**config.mk**
```make
export PLATFORM = sky130hd
export DESIGN_NAME = esc_frame_tx
export DESIGN_NICKNAME = d
export VERILOG_FILES = /design/src/rtl/eftx_pkg.sv /design/src/rtl/eftx_addr_map.sv /design/src/rtl/eftx_stuffer.sv /design/src/rtl/eftx_cksum.sv /design/src/rtl/esc_frame_tx.sv
export SDC_FILE = /design/constraint.sdc
export NUM_CORES = 1
export LEC_CHECK = 0
export ABC_AREA = 1
export ABC_CLOCK_PERIOD_IN_PS = 4450
export BUFFER_PORTS_ARGS = -buffer_cell sky130_fd_sc_hd__buf_2
export CAP_MARGIN = 20
export CORE_MARGIN = 3
export CORE_UTILIZATION = 33
export CTS_CLUSTER_SIZE = 20
export DETAILED_ROUTE_END_ITERATION = 16
export GPL_ROUTABILITY_DRIVEN = 0
export PLACE_DENSITY = 0.61
export REMOVE_ABC_BUFFERS = 1
export SYNTH_ARGS = -nofsm -noshare
export SYNTH_HDL_FRONTEND = slang
export SYNTH_SLANG_ARGS = --single-unit
```
**constraint.sdc**
```tcl
create_clock -name clk -period 4.45 [get_ports clk]
set_input_delay 0.6675 -clock clk [delete_from_list [all_inputs] [get_ports clk]]
set_output_delay 0.6675 -clock clk [all_outputs]
set_load 0.02 [all_outputs]
```
**src/rtl/eftx_pkg.sv**
```systemverilog
package eftx_pkg;

    localparam logic [7:0] END_MSG  = 8'hA0;
    localparam logic [7:0] END_CMD  = 8'hA1;
    localparam logic [7:0] ESC_BYTE = 8'hAA;
    localparam logic [7:0] ESC_FLIP = 8'h10;
    localparam logic [7:0] VER_CMD  = 8'hFF;
    localparam logic [7:0] VER_NUM  = 8'h01;

    typedef enum logic [1:0] {
        ST_IDLE,
        ST_BODY,
        ST_CKSUM,
        ST_TERM
    } tx_state_e;

    function automatic logic is_reserved(input logic [7:0] b);
        return (b == END_MSG) || (b == END_CMD) || (b == ESC_BYTE);
    endfunction

endpackage

```
**src/rtl/eftx_addr_map.sv**
```systemverilog
module eftx_addr_map #(
    parameter int AW = 6,
    parameter int CW = 7
) (
    input  logic [AW-1:0] pos_i,
    input  logic [CW-1:0] cnt_i,
    output logic [AW-1:0] addr_o
);
    // Positions 1 and 2 trade places only when both exist.
    logic swap_ok;

    always_comb begin
        swap_ok = (cnt_i >= CW'(3));
        addr_o  = pos_i;
        if (swap_ok && pos_i == AW'(1)) begin
            addr_o = AW'(2);
        end else if (swap_ok && pos_i == AW'(2)) begin
            addr_o = AW'(1);
        end
    end
endmodule

```
**src/rtl/eftx_stuffer.sv**
```systemverilog
module eftx_stuffer
    import eftx_pkg::*;
(
    input  logic [7:0] raw_i,
    input  logic       second_i,
    output logic [7:0] out_o,
    output logic       need_esc_o
);
    always_comb begin
        need_esc_o = is_reserved(raw_i);
        if (second_i) begin
            out_o = raw_i | ESC_FLIP;
        end else if (need_esc_o) begin
            out_o = ESC_BYTE;
        end else begin
            out_o = raw_i;
        end
    end
endmodule

```
**src/rtl/eftx_cksum.sv**
```systemverilog
module eftx_cksum (
    input  logic       clk,
    input  logic       rst_n,
    input  logic       clr_i,
    input  logic       add_i,
    input  logic [7:0] byte_i,
    output logic [7:0] neg_o
);
    logic [7:0] sum_d, sum_q;

    always_comb begin
        sum_d = sum_q;
        if (clr_i) begin
            sum_d = 8'h00;
        end else if (add_i) begin
            sum_d = sum_q + byte_i;
        end
    end

    always_ff @(posedge clk or negedge rst_n) begin
        if (!rst_n) begin
            sum_q <= 8'h00;
        end else begin
            sum_q <= sum_d;
        end
    end

    assign neg_o = 8'h00 - sum_q;

    // a clear leaves a zero checksum for an empty payload
    p_clear_zero_r4: assert property (@(posedge clk) disable iff (!rst_n)
        clr_i |=> (neg_o == 8'h00));
endmodule

```
**src/rtl/esc_frame_tx.sv**
```systemverilog
module esc_frame_tx
    import eftx_pkg::*;
#(
    parameter int BUF_DEPTH = 64,
    localparam int AW = $clog2(BUF_DEPTH),
    localparam int CW = $clog2(BUF_DEPTH + 1)
) (
    input  logic          clk,
    input  logic          rst_n,
    input  logic          conn_i,
    input  logic          send_i,
    input  logic [CW-1:0] msg_cnt_i,
    output logic [AW-1:0] rd_addr_o,
    input  logic [7:0]    rd_data_i,
    output logic          tx_valid_o,
    input  logic          tx_ready_i,
    output logic [7:0]    tx_data_o,
    output logic          done_o
);

    typedef struct packed {
        tx_state_e     state;
        logic          is_ver;
        logic [AW-1:0] pos;
        logic [CW-1:0] cnt;
        logic          second;
        logic          done;
        logic          ver_pend;
        logic          msg_pend;
        logic [CW-1:0] pend_cnt;
    } st_t;

    st_t st_d, st_q;

    logic       accept;
    logic       ck_clr, ck_add;
    logic [7:0] ck_neg;
    logic [7:0] raw_byte;
    logic [7:0] stuffed;
    logic       need_esc;
    logic       body_last;

    eftx_addr_map #(.AW(AW), .CW(CW)) u_map (
        .pos_i  (st_q.pos),
        .cnt_i  (st_q.cnt),
        .addr_o (rd_addr_o)
    );

    eftx_stuffer u_stuff (
        .raw_i      (raw_byte),
        .second_i   (st_q.second),
        .out_o      (stuffed),
        .need_esc_o (need_esc)
    );

    eftx_cksum u_ck (
        .clk    (clk),
        .rst_n  (rst_n),
        .clr_i  (ck_clr),
        .add_i  (ck_add),
        .byte_i (raw_byte),
        .neg_o  (ck_neg)
    );

    // Unstuffed byte for the current position
    always_comb begin
        if (st_q.state == ST_CKSUM) begin
            raw_byte = ck_neg;
        end else if (st_q.is_ver) begin
            raw_byte = (st_q.pos == AW'(0)) ? VER_CMD : VER_NUM;
        end else begin
            raw_byte = rd_data_i;
        end
    end

    assign tx_valid_o = (st_q.state != ST_IDLE);
    assign tx_data_o  = (st_q.state == ST_TERM) ? (st_q.is_ver ? END_CMD : END_MSG)
                                                : stuffed;
    assign done_o     = st_q.done;
    assign accept     = tx_valid_o && tx_ready_i;
    assign body_last  = st_q.is_ver ? (st_q.pos == AW'(1))
                                    : ({1'b0, st_q.pos} + CW'(1) == st_q.cnt);

    always_comb begin
        st_d   = st_q;
        st_d.done = 1'b0;
        ck_clr = 1'b0;
        ck_add = 1'b0;

        if (conn_i) begin
            st_d.ver_pend = 1'b1;
        end
        if (send_i) begin
            st_d.msg_pend = 1'b1;
            st_d.pend_cnt = msg_cnt_i;
        end

        case (st_q.state)
            ST_IDLE: begin
                if (st_d.ver_pend) begin
                    st_d.ver_pend = 1'b0;
                    st_d.is_ver   = 1'b1;
                    st_d.pos      = AW'(0);
                    st_d.second   = 1'b0;
                    st_d.state    = ST_BODY;
                end else if (st_d.msg_pend) begin
                    st_d.msg_pend = 1'b0;
                    st_d.is_ver   = 1'b0;
                    st_d.cnt      = st_d.pend_cnt;
                    st_d.pos      = AW'(1);
                    st_d.second   = 1'b0;
                    ck_clr        = 1'b1;
                    st_d.state    = (st_d.pend_cnt <= CW'(1)) ? ST_CKSUM : ST_BODY;
                end
            end
            ST_BODY: begin
                if (accept) begin
                    if (need_esc && !st_q.second) begin
                        st_d.second = 1'b1;
                    end else begin
                        st_d.second = 1'b0;
                        ck_add      = !st_q.is_ver;
                        if (body_last) begin
                            st_d.state = st_q.is_ver ? ST_TERM : ST_CKSUM;
                        end else begin
                            st_d.pos = st_q.pos + AW'(1);
                        end
                    end
                end
            end
            ST_CKSUM: begin
                if (accept) begin
                    if (need_esc && !st_q.second) begin
                        st_d.second = 1'b1;
                    end else begin
                        st_d.second = 1'b0;
                        st_d.state  = ST_TERM;
                    end
                end
            end
            ST_TERM: begin
                if (accept) begin
                    st_d.state = ST_IDLE;
                    st_d.done  = 1'b1;
                end
            end
            default: st_d.state = ST_IDLE;
        endcase
    end

    always_ff @(posedge clk or negedge rst_n) begin
        if (!rst_n) begin
            st_q <= '{state: ST_IDLE, default: '0};
        end else begin
            st_q <= st_d;
        end
    end

    // an offered byte is held until taken
    p_hold_r9: assert property (@(posedge clk) disable iff (!rst_n)
        (tx_valid_o && !tx_ready_i) |=> (tx_valid_o && $stable(tx_data_o)));

    // an accepted escape prefix is followed by a flipped reserved value
    p_esc_pair_r3: assert property (@(posedge clk) disable iff (!rst_n)
        (tx_valid_o && tx_ready_i && tx_data_o == ESC_BYTE) |=>
        (tx_valid_o && (tx_data_o == 8'hB0 || tx_data_o == 8'hB1 || tx_data_o == 8'hBA)));

    // raw end markers only in the terminator slot
    p_no_raw_end_r5: assert property (@(posedge clk) disable iff (!rst_n)
        (tx_valid_o && st_q.state != ST_TERM) |-> (tx_data_o != END_MSG && tx_data_o != END_CMD));

    // done follows a terminator handshake and lasts one cycle
    p_done_r8: assert property (@(posedge clk) disable iff (!rst_n)
        done_o |-> $past(tx_valid_o && tx_ready_i &&
                          (tx_data_o == END_MSG || tx_data_o == END_CMD)));
    p_done_pulse_r8: assert property (@(posedge clk) disable iff (!rst_n)
        done_o |=> !done_o);

    // version frame wins when both kinds are waiting
    p_ver_first_r10: assert property (@(posedge clk) disable iff (!rst_n)
        (st_q.state == ST_IDLE && st_q.ver_pend && st_q.msg_pend) |=> st_q.is_ver);

endmodule

```
==> summary.md, run 1 <==
| Metric | Value |
|---|---|
| Critical path capture point type | `output pin` |
| Internal power | `0.00112 W` |
| Layout net count | `452` |
| CTS sink count | `35` |
| Outcome | `completed` |
| Syn_area_per_cell | `7.04 um^2` |
| Global route total overflow | `0` |
| Core box area | `0.00781 mm^2` |
| Cells taking the most area after synthesis | `dfrtp_1, nand2_1, inv_1` |
| Fin crit period | `3300 ps` |
| DRT iter0 DRCs | `114` |
| CTS Buf Count | `5` |
| Clock power share | `0.125` |
| WL per Instance | `12.8 um` |
| Root Driver | `clkbuf_8` |
| DRT Wirelength | `6.64 mm` |
| CP arrival | `2630 ps` |
| NetSw | `0.00126 W` |
| Worst min-delay path class | `in -> async` |
| Cell count after synthesis | `382` |
| Max Clock Freq | `303 MHz` |
| Synth Flop Type | `dfrtp_1` |
| Final Cell Area | `0.00304 mm^2` |
| Leading cell type in the layout, fill and taps excluded | `nand2_1` |
| Fillers | `847` |
| Die Y | `96.3 um` |
| Synth area leader | `dfrtp_1` |
| Leak | `1.59 nW` |
| Max VDD drop | `0.256 mV` |
| CTS resizes | `0` |
| Share of cells above drive strength 1 | `0.175` |
| Total Routing Usage GR | `0.156` |
| Vias in the first global route | `2326` |
| H-tree depth | `2` |
| Synthesis-stage register bit count | `35` |
| CP startpoint kind | `register` |
| Post-CTS Setup Repair Bufs | `0` |
| Reg clk slew, reported paths | `80 ps` |
| RSZ-0062 raised after global routing | `false` |
| Initial antenna violation count | `0` |
| Die area | `0.00927 mm^2` |
| Pre-CTS setup slack | `1340 ps` |
| Design Power | `0.00238 W` |
| Via count | `2457` |
| Yosys warns | `0` |
| Final ANT Viol Nets | `0` |
| Worst slew pin tran | `784 ps` |
| Most frequent cells in the layout | `nand2_1, inv_1, nor2_1, dfrtp_1, buf_2` |
| Fin worst setup slack | `1150 ps` |
| Final setup TNS | `0 ps` |
| Asr flop ratio synth | `1.00` |
| CTS tree | `done` |
| Clk_skew | `11.4 ps` |
| Final-report setup violation count | `0` |
| CP Max Fanout | `11` |
| Die X-Extent | `96.3 um` |
| Vias per std cell | `4.74` |
| Inserted Diodes | `0` |
| Max-slew violations | `0` |
| Cell Pwr Density | `781 mW/mm^2` |
| Clk Latency, worst-skew pair | `300 ps` |
| Number of I/O pins | `36` |
| Max-cap violations | `0` |
| Share of the synthesized area in the top cell type | `0.326` |
| Switching Fraction | `0.529` |
| Synth unique cells | `38` |
| Cts hold-fix bufs | `0` |
| Crit path kind | `reg -> out` |
| Critical path required time | `3780 ps` |
| Pre-antenna DRT Iters | `5` |
| Sequential power share | `0.213` |
| Area Growth Syn to Fin | `13.2%` |
| Slew HR | `0.477` |
| First-pass GRT wire length | `11.3 mm` |
| Initial Utilization | `0.344` |
| Number of buffers added on ports | `35` |
| Largest net degree at the start of global routing | `36` |
| Core Rows | `32` |
| Area after DPL | `0.00293 mm^2` |
| Post-synth EDFFs | `0` |
| Post-synthesis cell area | `0.00269 mm^2` |
| # DRC | `0` |
| Dpl hpwl | `5.25 mm` |
| Max clock buf depth | `2` |
| Final worst path period share | `0.741` |
| Gate power share | `0.662` |
| Seq/Total Area, Yosys | `0.326` |
| Final hold violation count | `0` |
-- state kept, by name, summed over array words and instances, names as in the netlist --
signal and count:
u_ck.sum_q 8, st_q 26, done_o 1
-- path summary, 6_finish.rpt --
path / from / endpoint / slack [ps] / depth (start not counted)
min reg2reg: st_q[0]$_DFF_PN0_ / st_q[0]$_DFF_PN0_ / 490 / 2
max in group asynchronous: rst_n / st_q[2]$_DFF_PN0_ / 3500 / 1
min: rst_n / st_q[20]$_DFFE_PN0P_ / 440 / 1
min in group clk: st_q[0]$_DFF_PN0_ / st_q[0]$_DFF_PN0_ / 490 / 2
max reg2reg: st_q[25]$_DFFE_PN0P_ / u_ck.sum_q[6]$_DFFE_PN0P_ / 1310 / 15
max: st_q[25]$_DFFE_PN0P_ / tx_data_o[0] / 1150 / 11
-- metrics by stage --
| stage | instances | hold slack, ps | util |
|---|---|---|---|
| 3_5_place_dp | 510 | 477 | 0.375 |
| 5_1_grt | 518 | 505 | 0.390 |
| 4_1_cts | 518 | 479 | 0.390 |
| 2_1_floorplan | 373 | 372 | - |
| 6_report | 518 | 441 | 0.390 |
| 3_3_place_gp | 510 | 475 | 0.375 |
-- synth_stat cells (4+ instances only) --
cell and count:
or2_2 4, o21ai_0 21, nand3_2 7, nor2_1 35, o22ai_1 6, nand3_1 30
clkbuf_1 4, nand4_1 4, inv_1 55, ha_1 16, dfrtp_1 35, nor3_1 4
nand2_4 4, a21oi_1 13, nand2_2 5, xor2_1 4, nand2_1 104
-- per-layer routing --
| layer | wire, um | vias to the layer above | GRT usage |
|---|---|---|---|
| li1 | - | 1288 | - |
| met1 | 3250 | 1107 | 0.225 |
| met2 | 2990 | 58 | 0.235 |
| met3 | 355 | 4 | 0.0313 |
| met4 | 42 | 0 | 0.0403 |
| met5 | 0 | - | 0 |
-- critical path: stages, from the launching register on --
cell      delay (ps)
dfrtp_1          410
inv_1             90
ha_1             380
clkinv_1         370
nor3_1           340
a21oi_2           80
nand3_2          100
nor2_4            50
nand2_4          110
nand3_1           80
o21ai_0          110
buf_2            210
-- power groups by stage --
stage | logic (W) | registers, W | clock network, W
4_1_cts | 0.00158 | 0.000505 | 0.000307
5_1_grt | 0.00178 | 0.000521 | 0.000316
3_3_place_gp | 0.00155 | 0.000510 | 0
3_5_place_dp | 0.00157 | 0.000511 | 0
6_report | 0.00157 | 0.000506 | 0.000296
2_1_floorplan | 0.00119 | 0.000489 | 0
-- area by class of cell --
class	count	area, um^2	share of cell area
Sequential cell	35	876	0.288
Timing Repair Buffer	35	175	0.0575
Clock buffer	5	68.8	0.0226
Multi-Input combinational cell	280	1540	0.504
Tap cell	102	128	0.0419
Inverter	58	218	0.0715
Clock inverter	3	43.8	0.0144
-- kinds of logic (layout without fill, tap and decap cells) --
logic type,Yosys count,after routing,synth area share
and+or+nand+nor,204,204,0.355
buffers and inverters,67,101,0.103
AOI/OAI and AO/OA,52,52,0.112
DFF,35,35,0.326
adders and majority gates,17,17,0.0819
xor gates and xnor gates,7,7,0.0228
No activity file was read; power rests on OpenSTA's default activity.
==> run 2: changes to the inputs <==
ABC_CLOCK_PERIOD_IN_PS = 3000   (was 4450)
PLACE_DENSITY = 0.62   (was 0.61)
clock period = 3 ns   (was 4.45 ns; I/O delays follow)
==> run 2 against run 1 <==
Sequential power is 50% higher. First-iteration DRC count is 39% higher. Combinational power is 52% higher. Critical path depth is 1 higher. Utilization is 0.22 points higher. Sequential share of layout area is 0.12 points lower. Register-to-register slack worse by 1100 ps. Clock-buffer cell count is 1 higher. Routed wire length is 2.5% higher. Sequential cell count stayed put. Critical path type unchanged. Largest cell class unchanged.
==> summary.md, run 2 (synthesized netlist as in run 1, its figures left out) <==
| Metric | Value |
|---|---|
| Outcome | `completed` |
| Crit path kind | `reg -> out` |
| R2R Path Start | `st_q[25]$_DFFE_PN0P_` |
| Reg2reg setup slack | `210 ps` |
| Reg clk slew, reported paths | `80 ps` |
| Vias per std cell | `4.77` |
| Critical path startpoint | `st_q[25]$_DFFE_PN0P_` |
| Layout net count | `456` |
| Worst slew pin tran | `807 ps` |
| Most frequent cells in the layout | `nand2_1, inv_1, buf_2` |
| R2R cell count | `15` |
| CTS tree | `done` |
| # DRC | `0` |
| Clk Latency, worst-skew pair | `290 ps` |
| Reg2reg end | `u_ck.sum_q[6]$_DFFE_PN0P_` |
| Critical path required time | `2550 ps` |
| Biggest register | `st_q` |
| Final setup TNS | `0 ps` |
| Number of buffers added on ports | `35` |
| Fin worst setup slack | `201 ps` |
| Worst min-delay path class | `in -> async` |
| First-pass GRT wire length | `11.2 mm` |
| CP Max Fanout | `9` |
| Final Util | `0.392` |
| H-tree depth | `2` |
| Share of cells above drive strength 1 | `0.193` |
| Max VDD drop | `0.431 mV` |
| GRT busiest layer | `met2` |
| Slew HR | `0.462` |
| Final hold violation count | `0` |
| Max-slew violations | `0` |
| Die area | `0.00927 mm^2` |
| Area of the multi-input gates | `0.00155 mm^2` |
| Final-report setup violation count | `0` |
| GR Layer Usage met2 | `0.237` |
| Core box area | `0.00781 mm^2` |
| Core Rows | `32` |
| Die Y | `96.3 um` |
| Pre-antenna DRT Iters | `4` |
| Die X-Extent | `96.3 um` |
| Initial Utilization | `0.344` |
| M3 GR Usage | `0.0344` |
| Max Clock Freq | `357 MHz` |
| Worst setup endpoint | `tx_data_o[3]` |
| DRT iter0 DRCs | `159` |
| Largest net degree at the start of global routing | `36` |
| CP startpoint kind | `register` |
| Root Driver | `clkbuf_8` |
| Number of I/O pins | `36` |
| Final ANT Viol Nets | `0` |
| Total Routing Usage GR | `0.156` |
| Area Growth Syn to Fin | `13.9%` |
| Dpl hpwl | `5.30 mm` |
| Register area | `877 um^2` |
| Cell Pwr Density | `1140 mW/mm^2` |
| CP arrival | `2350 ps` |
| Pre-CTS setup slack | `242 ps` |
| Fin crit period | `2800 ps` |
| M1 GR Usage | `0.216` |
| Leading cell type in the layout, fill and taps excluded | `nand2_1` |
| Max-cap violations | `0` |
| Fillers | `847` |
| CTS sink count | `35` |
| Global route total overflow | `0` |
| Final worst path period share | `0.933` |
| RSZ-0062 raised after global routing | `false` |
| Critical path capture point type | `output pin` |
| Vias in the first global route | `2305` |
| Max reg flops | `26` |
| Clk_skew | `8.16 ps` |
| Initial antenna violation count | `0` |
| WL per Instance | `13.0 um` |
| Inserted Diodes | `0` |
| DRT Wirelength | `6.81 mm` |
| Leak | `1.60 nW` |
| Post-CTS Setup Repair Bufs | `0` |
| Via count | `2492` |
| CTS Buf Count | `5` |
| Max clock buf depth | `2` |
## run 2: power breakdown
group          internal (W)  total [W]  switching, W
Clock              0.000163   0.000350      0.000187
Sequential         0.000608   0.000758      0.000150
Combinational      0.000832    0.00238       0.00155
## run 2: layout make-up
| type | count | area share |
|---|---|---|
| inverters | 58 | 0.0711 |
| repair buffers | 39 | 0.0670 |
| flip-flops and latches | 35 | 0.286 |
| multi-input cells | 280 | 0.506 |
| clock buffers | 6 | 0.0237 |
| clock inverters | 2 | 0.00409 |
| well taps | 102 | 0.0417 |
## run 2: timing repair
action                                  CTS  global route
gates resized for setup                   0             6
hold buffers                              0             0
endpoints found under the setup margin    0             3
hold endpoints to repair                  0             0
## run 2: stage by stage
stage                     hold WS (ps)  instance area, um^2  power, W  cells
final                              239                 3060   0.00348    522
after floorplan                    154                 2630   0.00250    373
after CTS                          269                 3050   0.00347    522
after detailed placement           469                 2960   0.00310    514
after global routing               303                 3060   0.00385    522
after global placement             464                 2960   0.00309    514
## run 2: worst min-delay path by stage
stage / slack [ps] / to
3_5_place_dp: 470 / st_q[0]$_DFF_PN0_
3_3_place_gp: 460 / st_q[0]$_DFF_PN0_
5_1_grt: 300 / done_o$_DFF_PN0_
4_1_cts: 270 / st_q[22]$_DFFE_PN0P_
6_report: 240 / st_q[22]$_DFFE_PN0P_
2_1_floorplan: 150 / done_o$_DFF_PN0_
## run 2: worst max-delay path, stage by stage, from the launching register on
cell	delay [ps]
dfrtp_1	420
inv_1	100
ha_1	170
clkinv_1	230
o21ai_0	150
o21a_1	160
nand2_1	60
nand2_1	70
nand2_1	70
inv_2	100
nand2_4	100
a31oi_1	220
buf_2	210
## run 2: metal layers
layer	share of wire	wire, um
met1	0.49	3370
met2	0.43	2950
met3	0.043	292
met4	0.029	197
met5	0	0
